**src/rtl/cwin_pkg.sv**
```systemverilog
package cwin_pkg;
  localparam int LANE_W = 8;
  localparam int DATA_W = 2 * LANE_W;
  localparam int WAIT_W = 2;
  localparam logic [7:0] CTRL_OFS = 8'h18;
  localparam logic [7:0] BASE_OFS = 8'h20;
  localparam logic [7:0] CTRL_RESET = 8'h01;

  // field order matches the control byte, bit 7 down to bit 0
  typedef struct packed {
    logic [WAIT_W-1:0] waitStates;
    logic              csSel;
    logic              cmpEn;
    logic              rdProt;
    logic              swapEn;
    logic              memMode;
    logic              winOff;
  } cfg_t;

  typedef struct packed {
    logic hit;
    logic rdDrive;
    logic wrDrive;
  } strobe_t;
endpackage

```
**src/rtl/cwin_datapath.sv**
```systemverilog
module cwin_datapath
  import cwin_pkg::*;
#(
  parameter int ADDR_W = 10
) (
  input  logic              clk,
  input  logic              rstN,
  input  logic [7:0]        regSel,
  input  logic              regWrEn,
  input  logic [7:0]        regWrData,
  output logic [7:0]        regRdData,
  input  logic [ADDR_W-1:0] hostAddr,
  input  logic [DATA_W-1:0] hostDataIn,
  output logic [DATA_W-1:0] hostDataOut,
  output logic              hostDataOe,
  input  logic [DATA_W-1:0] driveDataIn,
  output logic [DATA_W-1:0] driveDataOut,
  output logic              driveDataOe,
  input  strobe_t           stb,
  output cfg_t              cfg,
  output logic              addrMatch
);
  localparam int ADDR_BYTES = (ADDR_W + 7) / 8;
  localparam int PAD_W = ADDR_BYTES * 8;
  localparam logic [7:0] MASK_OFS = BASE_OFS + 8'(ADDR_BYTES);

  logic [7:0]       ctrlReg;
  logic [PAD_W-1:0] baseReg;
  logic [PAD_W-1:0] maskReg;

  always_ff @(posedge clk or negedge rstN) begin
    if (!rstN) begin
      ctrlReg <= CTRL_RESET;
      baseReg <= '0;
      maskReg <= '0;
    end else if (regWrEn) begin
      if (regSel == CTRL_OFS) ctrlReg <= regWrData;
      for (int b = 0; b < ADDR_BYTES; b++) begin
        if (regSel == BASE_OFS + 8'(b)) baseReg[b*8 +: 8] <= regWrData;
        if (regSel == MASK_OFS + 8'(b)) maskReg[b*8 +: 8] <= regWrData;
      end
    end
  end

  always_comb begin
    regRdData = '0;
    if (regSel == CTRL_OFS) regRdData = ctrlReg;
    for (int b = 0; b < ADDR_BYTES; b++) begin
      if (regSel == BASE_OFS + 8'(b)) regRdData = baseReg[b*8 +: 8];
      if (regSel == MASK_OFS + 8'(b)) regRdData = maskReg[b*8 +: 8];
    end
  end

  assign cfg = cfg_t'(ctrlReg);
  assign addrMatch = ((hostAddr ^ baseReg[ADDR_W-1:0]) & maskReg[ADDR_W-1:0]) == '0;

  // byte lane steering, same swap rule in both directions
  always_comb begin
    if (cfg.swapEn) begin
      hostDataOut  = {driveDataIn[LANE_W-1:0], driveDataIn[DATA_W-1:LANE_W]};
      driveDataOut = {hostDataIn[LANE_W-1:0], hostDataIn[DATA_W-1:LANE_W]};
    end else begin
      hostDataOut  = driveDataIn;
      driveDataOut = hostDataIn;
    end
  end

  assign hostDataOe  = stb.rdDrive;
  assign driveDataOe = stb.wrDrive;

  AST_CTRL_STORE: assert property (@(posedge clk) disable iff (!rstN)
    (regWrEn && regSel == CTRL_OFS) |=> (regRdData == $past(regWrData) || regSel != CTRL_OFS));
  AST_BUS_EXCL: assert property (@(posedge clk) disable iff (!rstN)
    !(hostDataOe && driveDataOe));
endmodule

```
**src/rtl/cwin_control.sv**
```systemverilog
module cwin_control
  import cwin_pkg::*;
(
  input  logic    clk,
  input  logic    rstN,
  input  cfg_t    cfg,
  input  logic    addrMatch,
  input  logic    hostCardSel,
  input  logic    hostMemSpace,
  input  logic    hostRdStb,
  input  logic    hostWrStb,
  output strobe_t stb,
  output logic    hostWaitN,
  output logic [1:0] driveCsN
);
  logic              decodeHit;
  logic              accAct;
  logic              accPrev;
  logic              accStart;
  logic [WAIT_W-1:0] waitCnt;
  logic              waitOn;

  assign decodeHit = !cfg.winOff && hostCardSel && (hostMemSpace == cfg.memMode)
                     && (!cfg.cmpEn || addrMatch);
  assign accAct   = decodeHit && (hostRdStb || hostWrStb);
  assign accStart = accAct && !accPrev;

  generate
    for (genvar i = 0; i < 2; i++) begin : g_cs
      assign driveCsN[i] = !(decodeHit && (cfg.csSel == 1'(i)));
    end
  endgenerate

  always_ff @(posedge clk or negedge rstN) begin
    if (!rstN) begin
      accPrev <= 1'b0;
      waitCnt <= '0;
    end else begin
      accPrev <= accAct;
      if (!accAct)
        waitCnt <= '0;
      else if (accStart)
        waitCnt <= (cfg.waitStates == '0) ? '0 : cfg.waitStates - 1'b1;
      else if (waitCnt != '0)
        waitCnt <= waitCnt - 1'b1;
    end
  end

  assign waitOn    = accAct && (accStart ? (cfg.waitStates != '0) : (waitCnt != '0));
  assign hostWaitN = !waitOn;

  assign stb.hit     = decodeHit;
  assign stb.rdDrive = decodeHit && hostRdStb && !cfg.rdProt;
  assign stb.wrDrive = decodeHit && hostWrStb;

  AST_OFF_QUIET: assert property (@(posedge clk) disable iff (!rstN)
    cfg.winOff |-> (driveCsN == 2'b11 && hostWaitN && !stb.rdDrive));
  AST_CS_SINGLE: assert property (@(posedge clk) disable iff (!rstN)
    $countones(~driveCsN) <= 1);
  AST_PROTECT_QUIET: assert property (@(posedge clk) disable iff (!rstN)
    cfg.rdProt |-> !stb.rdDrive);
  AST_WAIT_COUNTDOWN: assert property (@(posedge clk) disable iff (!rstN)
    (waitCnt != '0 && accAct) |=> (waitCnt == $past(waitCnt) - 1'b1));
  AST_WAIT_NONE: assert property (@(posedge clk) disable iff (!rstN)
    (cfg.waitStates == '0 && $stable(cfg)) |-> hostWaitN);
endmodule

```
**src/rtl/cwin_decoder.sv**
```systemverilog
module cwin_decoder
  import cwin_pkg::*;
#(
  parameter int ADDR_W = 10
) (
  input  logic              clk,
  input  logic              rstN,
  input  logic [7:0]        regSel,
  input  logic              regWrEn,
  input  logic [7:0]        regWrData,
  output logic [7:0]        regRdData,
  input  logic              hostCardSel,
  input  logic              hostMemSpace,
  input  logic              hostRdStb,
  input  logic              hostWrStb,
  input  logic [ADDR_W-1:0] hostAddr,
  input  logic [15:0]       hostDataIn,
  output logic [15:0]       hostDataOut,
  output logic              hostDataOe,
  output logic              hostWaitN,
  input  logic [15:0]       driveDataIn,
  output logic [15:0]       driveDataOut,
  output logic              driveDataOe,
  output logic [1:0]        driveCsN
);
  cfg_t    cfg;
  strobe_t stb;
  logic    addrMatch;

  cwin_datapath #(.ADDR_W(ADDR_W)) u_datapath (
    .clk(clk), .rstN(rstN),
    .regSel(regSel), .regWrEn(regWrEn), .regWrData(regWrData), .regRdData(regRdData),
    .hostAddr(hostAddr), .hostDataIn(hostDataIn), .hostDataOut(hostDataOut),
    .hostDataOe(hostDataOe), .driveDataIn(driveDataIn), .driveDataOut(driveDataOut),
    .driveDataOe(driveDataOe), .stb(stb), .cfg(cfg), .addrMatch(addrMatch)
  );

  cwin_control u_control (
    .clk(clk), .rstN(rstN), .cfg(cfg), .addrMatch(addrMatch),
    .hostCardSel(hostCardSel), .hostMemSpace(hostMemSpace),
    .hostRdStb(hostRdStb), .hostWrStb(hostWrStb),
    .stb(stb), .hostWaitN(hostWaitN), .driveCsN(driveCsN)
  );
endmodule

```
**config.mk**
```make
export PLATFORM = sky130hd
export DESIGN_NAME = cwin_decoder
export DESIGN_NICKNAME = d
export VERILOG_FILES = /design/src/rtl/cwin_pkg.sv /design/src/rtl/cwin_datapath.sv /design/src/rtl/cwin_control.sv /design/src/rtl/cwin_decoder.sv
export SDC_FILE = /design/constraint.sdc
export NUM_CORES = 1
export LEC_CHECK = 0
export ABC_AREA = 1
export BUFFER_PORTS_ARGS = -buffer_cell sky130_fd_sc_hd__buf_2
export CAP_MARGIN = 25
export CORE_ASPECT_RATIO = 1.75
export CORE_UTILIZATION = 49
export DETAILED_ROUTE_END_ITERATION = 6
export PLACE_DENSITY_LB_ADDON = 0.12
export SLEW_MARGIN = 40
export SYNTH_ARGS = -nofsm -noshare
export SYNTH_HDL_FRONTEND = slang
export SYNTH_SLANG_ARGS = --single-unit
```
**constraint.sdc**
```tcl
create_clock -name clk -period 1.4 [get_ports clk]
set_input_delay 0.07 -clock clk [delete_from_list [all_inputs] [get_ports clk]]
set_output_delay 0.07 -clock clk [all_outputs]
set_load 0.1 [all_outputs]
```
==> impl_metrics.toml, run 1 <==
[clock_tree]
clock-root-buffer = "sky130_fd_sc_hd__clkbuf_8"
clock_tree.htree_level_count = 2
clock_tree.buffer_depth = 2
post_cts_resized = 116
cts_hold_repair.buffers = 1
tritoncts_num_sinks = 43
tritoncts.num_buffers = 5
post-cts-setup-buffers = 16

[floorplan]
core.rowCount = 35
effective_utilization_at_floorplan = 0.515
dieHeight_um = 101
dieWidth_um = 58.4
io_pins = 110

[synthesis]
synth_top_area_cell = "sky130_fd_sc_hd__dfrtp_1"
yosysSeqAreaShare = 0.395
netlist_instances = 389
post_syn_area_per_cell_um2 = 7.01
yosysWarnings = 0
yosys_most_used_dff = "sky130_fd_sc_hd__dfrtp_1"
synthTopCellsByArea = "sky130_fd_sc_hd__dfrtp_1 39%, sky130_fd_sc_hd__nand2_1 17%, sky130_fd_sc_hd__inv_1 7.8%"
largest_family_of_logic_cells_by_synthesized_area = "simple AND/OR/NAND/NOR gates"
yosysUniqueCellTypes = 27
ys_top_cells_by_count = "126 x sky130_fd_sc_hd__nand2_1, 57 x sky130_fd_sc_hd__inv_1, 42 x sky130_fd_sc_hd__dfrtp_1"
synth-seq-cells = 43
synth-async-reset-ratio = 1.00
post-synth-top-count-cell = "sky130_fd_sc_hd__nand2_1"
synth_area_um2 = 2730
synthesized_area_fraction_occupied_by_ao_oa_aoi_and_oai_cells = 0.199
postSynthNetCount = 455
post_synth_and_or_nand_nor_area_fraction = 0.290
synth.mux.area_fraction = 0
synth_enable_flop_cells = 0
yosys.area.top_type_share = 0.385
yosys.area_share.adder = 0.00459
post_synthesis_xor_xnor_area_fraction = 0

[placed_design]
io_port_bufs = 109
gp_congestion = 0.872
dp.final_hpwl_um = 7400
placement.setup.worst_slack_ns = -0.287

[status]
status = "did not finish"
tool.error = "[ERROR DPL-0038] Utilization greater than 100%, impossible to legalize"
haltStage = "4_1_cts"
-- logic make-up after synthesis --
| logic type | Yosys count |
|---|---|
| AND/OR/NAND/NOR | 181 |
| flip-flops | 43 |
| adder cells (fa/ha/maj) | 1 |
| buffers and inverters | 72 |
| AO/OA/AOI/OAI | 92 |
-- metrics by stage --
step                      cell area [µm²]  hold WS (ns)  TNS (ns)  cells
after floorplan                      3150        -0.226     -4.33    389
after global placement               4730        0.0190     -3.86    606
after detailed placement             4730        0.0214     -5.93    606
==> inputs of run 2 (changes only) <==
--- a/config.mk
+++ b/config.mk
@@ -8,10 +8,9 @@
 export ABC_AREA = 1
 export BUFFER_PORTS_ARGS = -buffer_cell sky130_fd_sc_hd__buf_2
 export CAP_MARGIN = 25
-export CORE_ASPECT_RATIO = 1.75
-export CORE_UTILIZATION = 49
+export CORE_UTILIZATION = 40
 export DETAILED_ROUTE_END_ITERATION = 6
-export PLACE_DENSITY_LB_ADDON = 0.12
+export PLACE_DENSITY_LB_ADDON = 0.15
 export SLEW_MARGIN = 40
 export SYNTH_ARGS = -nofsm -noshare
 export SYNTH_HDL_FRONTEND = slang
==> run 2 against run 1 <==
The flow now finishes, with violations (DRC, setup timing). Synthesized area unchanged. Synthesized cell count unchanged.
==> impl_metrics.toml, run 2 <==
[status]
status = "finished, violations left"
violations = "DRC, setup timing"

[clock_tree]
cts_tree = "yes"
clock_tree.htree_level_count = 2
clock-root-buffer = "sky130_fd_sc_hd__clkbuf_8"
clock_tree.buffer_depth = 2
clk-insertion-delay-late_ns = 0.30
path_clk_slew_ns = 0.09
tritoncts.num_buffers = 5
tritoncts_num_sinks = 43

[layout]
area_of_combinational_cells_with_multiple_inputs_um2 = 2180
finish.utilization = 0.866
drive_above_1_share = 0.576
final_common_cell = "sky130_fd_sc_hd__nand2_1"
finish.net_count = 624
fillers = 299
areaGrowthSynthToFinish_pct = 105
register_area_um2 = 1080
most-common-layout-cells = "88 x sky130_fd_sc_hd__nand2_1, 63 x sky130_fd_sc_hd__buf_2, 51 x sky130_fd_sc_hd__buf_12"
ant_diodes = 0
instances_no_fill = 636

[worst_setup_path]
timing.rr.start = "u_datapath.baseReg[1]$_DFFE_PN0P_"
worst_path_most_repeated_cell = "sky130_fd_sc_hd__nand2_2"
critPathMaxStageDelay_ns = 0.43
cp-end-kind = "primary output"
required_ns = 1.33
crit_path_top_delay_cell = "sky130_fd_sc_hd__dfrtp_1"
crit_chain = "nand2_1, nand2_1, nor2_1, nor2_1, nand3_1, nand2_2, nand2_2, inv_2, buf_4, nand2_2, buf_12"
critPathLaunchType = "flip-flop"
arrival_ns = 1.89
path_max_fanout = 3
r2r_setup_slack_ns = -0.19
path_buf_inv = 3
timing.critical_path.max_delay_family = "simple AND/OR/NAND/NOR gates"
critical_path_class = "reg2out"
worst_r2r_endpoint = "u_control.waitCnt[1]$_DFFE_PN0P_"
worst_r2r_path_depth = 12

[timing]
achievable-frequency_mhz = 511
grt_setup_unrepaired = "yes"
timing.final.ws_setup_ns = -0.556
post-route-min-period_ns = 1.96
timing.final.crit_share = 1.40
skew_ns = 0.0127
slew-limit-headroom = 0.692
setup_violations = 47
actual_slew_at_the_worst_max_slew_pin_ns = 0.462
timing.final.hold_violations = 0
final_max_slew_viol_count = 0

[pwr]
finalPower_mw = 3.80
power.sequential.fraction = 0.355
internal_power_mw = 2.28
p_sw_frac = 0.400
power-per-cell-area_nw_per_um2 = 679
p_switching_mw = 1.52
power_leakage_nw = 2.75
max-vdd-ir-drop_mv = 0.635
share_clk_of_total_power = 0.211
power_frac_comb = 0.434

[synthesis]
post_syn_area_per_cell_um2 = 7.01
synth_area_um2 = 2730
synth-seq-cells = 43
post-synth-top-count-cell = "sky130_fd_sc_hd__nand2_1"
netlist_instances = 389
yosysSeqAreaShare = 0.395
ys_top_cells_by_count = "126 x sky130_fd_sc_hd__nand2_1, 57 x sky130_fd_sc_hd__inv_1, 42 x sky130_fd_sc_hd__dfrtp_1"
yosysWarnings = 0
yosys.area.top_type_share = 0.385
yosys_most_used_dff = "sky130_fd_sc_hd__dfrtp_1"
yosysUniqueCellTypes = 27
synth_enable_flop_cells = 0
postSynthNetCount = 455
synth_top_area_cell = "sky130_fd_sc_hd__dfrtp_1"
synthTopCellsByArea = "sky130_fd_sc_hd__dfrtp_1 39%, sky130_fd_sc_hd__nand2_1 17%, sky130_fd_sc_hd__inv_1 7.8%"
synth-async-reset-ratio = 1.00

[detailed_routing]
wl_um = 12200
antenna_violating_nets_post_route = 0
detailroute.via_count = 3569
drt_drc_violations_left = 15
detail_route.wl_per_cell_um = 19.2
drt-initial-drc-count = 375
post_drt_via_cell_ratio = 5.61
dr.pass1.iters = 7

[global_routing]
grt.total_usage = 0.309
grt_start_max_net_pins = 28
globalRoute.totalOverflow = 0
number_of_antenna_violations_at_the_first_check_in_global_routing = 0
first_global_vias = 3504
first_pass_grt_wire_length_um = 17300

[floorplan]
io_pins = 110
dieHeight_um = 84.6
dieWidth_um = 84.6
effective_utilization_at_floorplan = 0.422
core_area_um2 = 6460
design.die.area_um2 = 7150
core.rowCount = 29

[placed_design]
io_port_bufs = 109
post-place-cells = 606
gp_congestion = 0.851
dp.final_hpwl_um = 6460

[hold_path]
hold_end = "u_datapath.baseReg[1]$_DFFE_PN0P_"
startpoint_of_the_lowest_slack_hold_path = "regWrData[1]"
tightest_hold_check_type = "in2reg"
hold-path-cell-count = 3

[job]
number_of_max_cap_violations = 0
==> run 2: worst min-delay path: cells and delay by family <==
kind	cells	cell delay [ns]
buffers and inverters	2	0.17
AO/OA/AOI/OAI	1	0.14
==> run 2: kinds of logic after synthesis <==
family,share of synthesized area
simple gates,0.290
compound gates,0.199
fa+ha+maj,0.00459
buf+inv,0.111
flops,0.395
==> run 2: how the worst max path moves through the flow <==
stage / slack [ns] / depth (start not counted) / endpoint / from
5_1_grt: -0.64 / 12 / hostDataOe / u_datapath.baseReg[1]$_DFFE_PN0P_
3_3_place_gp: -0.23 / 11 / hostWaitN / u_datapath.baseReg[8]$_DFFE_PN0P_
6_report: -0.56 / 11 / driveCsN[0] / u_datapath.baseReg[2]$_DFFE_PN0P_
4_1_cts: -0.39 / 12 / hostDataOe / u_datapath.baseReg[5]$_DFFE_PN0P_
2_1_floorplan: -0.83 / 4 / regRdData[0] / regSel[7]
3_5_place_dp: -0.25 / 11 / hostWaitN / u_datapath.baseReg[8]$_DFFE_PN0P_
==> run 2: layout make-up <==
type                    count  area share
inverters                  61      0.0450
repair inverters            1    0.000895
clock buffers               6      0.0130
multi-input cells         274       0.390
repair buffers            172       0.339
clock inverters             2     0.00224
flip-flops and latches     43       0.193
well taps                  77      0.0172
==> run 2: metal layers <==
layer  vias to the layer above  track usage  wire, µm  part of all wire
met5                         -            0         0                 0
met3                        56       0.0570       956             0.078
li1                       1593            -         -                 -
met2                       223        0.598      6380              0.52
met1                      1697        0.331      4330              0.36
met4                         0        0.119       512             0.042
==> run 2: through the flow <==
stage                     setup TNS [ns]  hold WS (ns)  area, µm²  setup WS (ns)
after global routing               -9.29         0.130       5590         -0.642
final                              -7.12         0.115       5590         -0.556
after detailed placement           -3.64        0.0365       4720         -0.250
after global placement             -3.30        0.0291       4720         -0.234
after floorplan                    -4.33        -0.226       3150         -0.834
after CTS                          -5.92        0.0991       5480         -0.391
==> run 2: what timing repair did <==
action	4_1_cts	5_1_grt
cloned	7	0
pin swaps	37	17
setup buffers	11	7
resized for setup	107	29
endpoints found under the setup margin	47	48
hold buffers	1	0
hold endpoints to repair	15	0
==> run 2: power groups by stage <==
stage               Sequential [mW]  Clock [mW]  Combinational, mW
global route                   1.36       0.868               1.71
detailed placement             1.36           0               1.38
global placement               1.36           0               1.35
finish                         1.35       0.801               1.65
floorplan                      1.36           0              0.926
CTS                            1.34       0.797               1.57
(Power assumes the default switching activity.)
